## src/rtl/pio_dec_pkg.sv

```systemverilog
package pio_dec_pkg;
  parameter int unsigned DEF_UNITS        = 4;
  parameter int unsigned DEF_REGS_PER_UNIT = 4;
  parameter int unsigned DEF_ADDR_W       = 10;
  parameter int unsigned DEF_IRQ_PER_UNIT = 2;
endpackage

```

## src/rtl/pio_base_match.sv

```systemverilog
module pio_base_match #(
  parameter int unsigned HI_W = 6
) (
  input  logic [HI_W-1:0] addr_hi,
  input  logic [HI_W-1:0] jmp_fitted,
  output logic            hit
);
  logic [HI_W-1:0] bit_ok;

  // A fitted link means the base bit is 0, so each address bit must differ from its jumper.
  for (genvar k = 0; k < HI_W; k++) begin : g_bit
    assign bit_ok[k] = addr_hi[k] ^ jmp_fitted[k];
  end

  assign hit = &bit_ok;
endmodule

```

## src/rtl/pio_unit_select.sv

```systemverilog
module pio_unit_select #(
  parameter int unsigned UNITS  = 4,
  parameter int unsigned UNIT_W = 2
) (
  input  logic              en,
  input  logic [UNIT_W-1:0] unit_idx,
  output logic [UNITS-1:0]  cs
);
  for (genvar u = 0; u < UNITS; u++) begin : g_cs
    assign cs[u] = en && (unit_idx == UNIT_W'(u));
  end
endmodule

```

## src/rtl/pio_irq_merge.sv

```systemverilog
module pio_irq_merge #(
  parameter int unsigned UNITS    = 4,
  parameter int unsigned PER_UNIT = 2
) (
  input  logic [UNITS*PER_UNIT-1:0] lines,
  output logic                      any
);
  logic [UNITS-1:0] unit_any;

  for (genvar u = 0; u < UNITS; u++) begin : g_unit
    assign unit_any[u] = |lines[u*PER_UNIT +: PER_UNIT];
  end

  assign any = |unit_any;
endmodule

```

## src/rtl/pio_card_decoder.sv

```systemverilog
module pio_card_decoder
  import pio_dec_pkg::*;
#(
  parameter int unsigned NUM_UNITS     = DEF_UNITS,
  parameter int unsigned REGS_PER_UNIT = DEF_REGS_PER_UNIT,
  parameter int unsigned ADDR_W        = DEF_ADDR_W,
  parameter int unsigned IRQ_PER_UNIT  = DEF_IRQ_PER_UNIT,
  localparam int unsigned SEL_W   = $clog2(REGS_PER_UNIT),
  localparam int unsigned UNIT_W  = $clog2(NUM_UNITS),
  localparam int unsigned WIN_LSB = SEL_W + UNIT_W,
  localparam int unsigned JMP_W   = ADDR_W - WIN_LSB,
  localparam int unsigned IRQ_W   = NUM_UNITS * IRQ_PER_UNIT
) (
  input  logic [ADDR_W-1:0]    bus_addr,
  input  logic                 bus_rd_n,
  input  logic                 bus_wr_n,
  input  logic                 bus_aen,
  input  logic [JMP_W-1:0]     jmp_fitted,
  input  logic [IRQ_W-1:0]     unit_irq,
  output logic [NUM_UNITS-1:0] unit_cs,
  output logic [SEL_W-1:0]     reg_sel,
  output logic                 host_irq
);
  logic win_hit;
  logic strobe;
  logic decode_en;

  pio_base_match #(.HI_W(JMP_W)) u_match (
    .addr_hi   (bus_addr[ADDR_W-1:WIN_LSB]),
    .jmp_fitted(jmp_fitted),
    .hit       (win_hit)
  );

  assign strobe    = !bus_rd_n || !bus_wr_n;
  assign decode_en = win_hit && strobe && !bus_aen;

  pio_unit_select #(.UNITS(NUM_UNITS), .UNIT_W(UNIT_W)) u_sel (
    .en      (decode_en),
    .unit_idx(bus_addr[WIN_LSB-1:SEL_W]),
    .cs      (unit_cs)
  );

  assign reg_sel = bus_addr[SEL_W-1:0];

  pio_irq_merge #(.UNITS(NUM_UNITS), .PER_UNIT(IRQ_PER_UNIT)) u_irq (
    .lines(unit_irq),
    .any  (host_irq)
  );
endmodule

```

## config.mk

```make
export PLATFORM = sky130hd
export DESIGN_NAME = pio_card_decoder
export DESIGN_NICKNAME = d
export VERILOG_FILES = /design/src/rtl/pio_dec_pkg.sv /design/src/rtl/pio_base_match.sv /design/src/rtl/pio_unit_select.sv /design/src/rtl/pio_irq_merge.sv /design/src/rtl/pio_card_decoder.sv
export SDC_FILE = /design/constraint.sdc
export NUM_CORES = 1
export LEC_CHECK = 0
export ABC_CLOCK_PERIOD_IN_PS = 1300
export BUFFER_PORTS_ARGS = -buffer_cell sky130_fd_sc_hd__buf_4
export CAP_MARGIN = 20
export CORE_AREA = 2 2 39 41
export DETAILED_ROUTE_END_ITERATION = 8
export DIE_AREA = 0 0 41 43
export PLACE_DENSITY = 0.52
export SETUP_SLACK_MARGIN = 0.1
export SYNTH_ARGS = -nofsm -noshare
export SYNTH_HDL_FRONTEND = slang
export SYNTH_SLANG_ARGS = --single-unit
```

## constraint.sdc

```tcl
create_clock -name vclk -period 1.3
set_clock_uncertainty 0.2 [all_clocks]
set_input_delay 0.26 -clock vclk [all_inputs]
set_output_delay 0.26 -clock vclk [all_outputs]
set_load 0.05 [all_outputs]
```

# After elaboration in Yosys (flattened, before gate mapping)
# Cells that the tools add are included.
[classes] n_eq_ne=3 reduce_logical=13 n_bitwise=6
[ops] cell="8-bit OR reduction" count=1
[ops] cell="1-bit logical AND" count=6
[ops] cell="6-bit AND reduction" count=1
[ops] cell="1-bit XOR" count=6
[ops] cell="2-bit equality test (second input constant)" count=2
[ops] cell="1-bit zero test" count=3
[ops] cell="2-bit by 1-bit equality test with 1-bit output (second input constant)" count=1
[ops] cell="2-bit zero test" count=1
[ops] cell="1-bit logical OR" count=1
[word_totals] output_inout_bits=7 reg_bits=0

# Longest topological paths before layout
[logic_depth] depth_word=5 mapped_depth=3

# Hierarchy
# From an unflattened synthesis, not the netlist that was laid out.
[hier_totals] cells_unflattened=19 area_unflattened_um2=153.9
[by_module_without_submodules] mod="pio_base_match" n_inst=1 cells_each=8 area_per_inst_um2=68.8
[by_module_without_submodules] mod="pio_unit_select" n_inst=1 cells_each=4 area_per_inst_um2=37.5
[by_module_without_submodules] mod="pio_card_decoder" n_inst=1 cells_each=4 area_per_inst_um2=31.3
[by_module_without_submodules] mod="pio_irq_merge" n_inst=1 cells_each=3 area_per_inst_um2=16.3

# Least setup slack after synthesis
# OpenSTA, ideal clock, no wires.
[synth_path] kind="input -> output" startpoint="input jmp_fitted[2]" endpoint="output unit_cs[0]" arrival_time_ps=2102 setup_slack_ps=-1262 path_stages=3 n_path_buf=0 path_cell_list="xor2_1 nand4_2 nor4_1"
[synth_via] elab_chain_len=5
[synth_lines] element="start, declared" line_no="pio_card_decoder.sv:18" text="input logic [JMP_W-1:0] jmp_fitted,"
[synth_lines] element="1-bit XOR" line_no="pio_base_match.sv:12" text="assign bit_ok[k] = addr_hi[k] ^ jmp_fitted[k];"
[synth_lines] element="6-bit AND reduction" line_no="pio_base_match.sv:15" text="assign hit = &bit_ok;"
[synth_lines] element="1-bit logical AND (2 in a row)" line_no="pio_card_decoder.sv:35" text="assign decode_en = win_hit && strobe && !bus_aen;"
[synth_lines] element="1-bit logical AND" line_no="pio_unit_select.sv:10" text="assign cs[u] = en && (unit_idx == UNIT_W'(u));"
[synth_lines] element="end, declared" line_no="pio_card_decoder.sv:20" text="output logic [NUM_UNITS-1:0] unit_cs,"
# No other way between the ends.

# Worst setup path in the final report
[layout_path] startpoint="input bus_addr[7]" endpoint="output unit_cs[3]"
[layout_via] elab_chain_len=5
[layout_lines] element="start, declared" line_no="pio_card_decoder.sv:14" text="input logic [ADDR_W-1:0] bus_addr,"
[layout_lines] element="1-bit XOR" line_no="pio_base_match.sv:12"
[layout_lines] element="6-bit AND reduction" line_no="pio_base_match.sv:15"
[layout_lines] element="1-bit logical AND (2 in a row)" line_no="pio_card_decoder.sv:35"
[layout_lines] element="1-bit logical AND" line_no="pio_unit_select.sv:10"
# No other way between the ends.

==> results.cfg <==
[placed_design]
routabilityCongestion = 0.5853
port_buffers = 30
placed_cell_area_um2 = 546.8

[cells_and_area]
diodes = 0
drive_gt1_share_pct = 94.34
design.seq.count = 0
final_cell_area_um2 = 660.6
register_area_um2 = 0
area_growth_syn_to_layout_pct = 355.2
nets = 82
nClkBuffers = 0

[route]
firstDrtPassIters = 1
drt-initial-drc-count = 0
wl_um = 766
antenna_left = 0
vias = 287
drc = 0
avgViaCountPerCell = 4.159
wl_per_cell_um = 11.10

[critical_path]
critPathArrivalTime_ns = 1.21
critPathMaxFanout = 4
cp_slowest_cell = a21oi_2
crit_buf_inv = 3
path_delay_family = buffers and inverters
crit_top_cell = buf_6
setup.worst_path.start = bus_addr[7]
critPathKind = primary input to output port
crit_required_ns = 0.84
critPathLaunchType = primary input
max_stage_delay_ns = 0.19
worstSetupEndpointType = output port
cp_cell_sequence = buf_4 -> a21oi_2 -> nand4_4 -> buf_6 -> nor3_4 -> buf_6

[die]
die_area_mm2 = 0.001763
core_mm2 = 0.001384
die_height_um = 43
die_w_um = 41
rows = 14
ios = 34
initial_utilization_pct = 10.49

[yosys]
synth_area_leader_cell = xor2_1
synth_xor_area_share_pct = 30.17
synth-seq-area-share_pct = 0
synth_top_area_share_pct = 30.17
synth_top_family_by_area = simple AND/OR/NAND/NOR gates
yosys.area_share.simple_pct = 47.41
syn_area_um2 = 145.1
synth.most_common_cell = xor2_1
synth-compound-area-share_pct = 9.483
ys_top_cells_by_area = xor2_1, nor4_1, buf_4
syn_area_per_cell_um2 = 7.257
synthAdderAreaFrac_pct = 0
syn-num-nets = 47
yosysUniqueCellTypes = 10
syn_inst = 20
synth_warnings = 0
synthMuxAreaShare_pct = 0
synth_commonest_cells = xor2_1, nor4_1, nand2_1, buf_4

[sta]
finalCritPeriodShare_pct = 128.7
hold_viol = 0
finalSetupViolCount = 5
layout_setup_ws_ns = -0.3735
fin_crit_ns = 1.674
drv_slew = 0
grt_setup_unrepaired = yes
tightest_slew_ns = 0.2653
setup_tns_ns = -1.513
max_slew_margin_pct = 82.31
max_freq_ghz = 0.5975

[clock_tree]
cts_hold_buf = 0

[worst_hold_path]
min-delay-start = bus_addr[0]
whs_path_depth = 0
hold_path_class = primary input to output port
hold_end = reg_sel[0]

[power_and_ir_drop]
ir_drop_uv = 128.1
p_leak_nw = 0.2761
p_per_area_mw_per_mm2 = 269.9

[grt]
grt_start_max_net_pins = 5
grt_pass1_wl_um = 1117
grt_pass1_vias = 294
grt_usage_pct = 8.945
grt-ovfl-total = 0
antenna_found_initial = 0

[job]
maxCapViolCount = 0

[outcome]
outcome = finished, violations left
failed_checks = negative setup slack
-- power by group --
group / leakage (nW) / internal (mW) / switching, mW / total, mW
Clock: 0 / 0 / 0 / 0
Combinational: 0.276 / 0.104 / 0.0744 / 0.178
Sequential: 0 / 0 / 0 / 0
Total: 0.276 / 0.104 / 0.0744 / 0.178
-- through the flow --
step | hold WS (ns) | power (mW) | setup WS (ns) | utilization [%] | instances
5_1_grt | 0.3201 | 0.1902 | -0.4293 | 47.74 | 69
3_3_place_gp | 0.3204 | 0.1443 | -0.4917 | 39.51 | 69
3_5_place_dp | 0.3204 | 0.1462 | -0.4912 | 39.51 | 69
2_1_floorplan | 0.3867 | 0.06530 | -0.5418 | - | 20
6_report | 0.3200 | 0.1783 | -0.3735 | 47.74 | 69
4_1_cts | 0.3204 | 0.1660 | -0.3910 | 45.03 | 69
-- logic make-up after synthesis --
| family | Yosys count |
|---|---|
| buffers and inverters | 3 |
| AND/OR/NAND/NOR | 10 |
| AO/OA/AOI/OAI | 2 |
| XOR/XNOR | 5 |
-- worst max path at each step --
stage                       to  slack [ns]  cells after the start
floorplan           unit_cs[2]       -0.54                      3
global placement    unit_cs[2]       -0.49                      5
detailed placement  unit_cs[2]       -0.49                      5
CTS                 unit_cs[3]       -0.39                      6
global route        unit_cs[3]       -0.43                      6
finish              unit_cs[3]       -0.37                      6
-- timing repair --
item,4_1_cts,5_1_grt
setup endpoints to repair,5,5
gates resized for setup,17,8
buffers inserted,0,0
cloned,0,0
pin swaps,7,5
-- metal layers --
layer | vias up | share of wire (%) | track usage (%)
li1 | 137 | - | -
met1 | 128 | 27 | 8.710
met2 | 22 | 58 | 18.44
met3 | 0 | 16 | 1.571
met4 | 0 | 0 | 0
met5 | - | 0 | 0
-- layout make-up --
| type | count | area, µm² |
|---|---|---|
| fillers | 128 | 723.2 |
| inverters | 1 | 3.754 |
| multi-input cells | 17 | 299.0 |
| well taps | 16 | 20.02 |
| repair buffers | 35 | 337.8 |
-- cells in the final DEF (no fill, tap or decap) --
master,Yosys,layout
buf_4,2,17
buf_6,0,16
nor4_4,0,4
xor2_2,0,3
xor2_4,0,2
nand2_1,3,2
buf_8,0,2
nand2_2,0,1
a21oi_2,0,1
nand4_4,0,1
o2111ai_4,0,1
inv_1,1,1
nor4b_4,0,1
nor3_4,0,1
No activity file was read; power rests on OpenSTA's default activity.
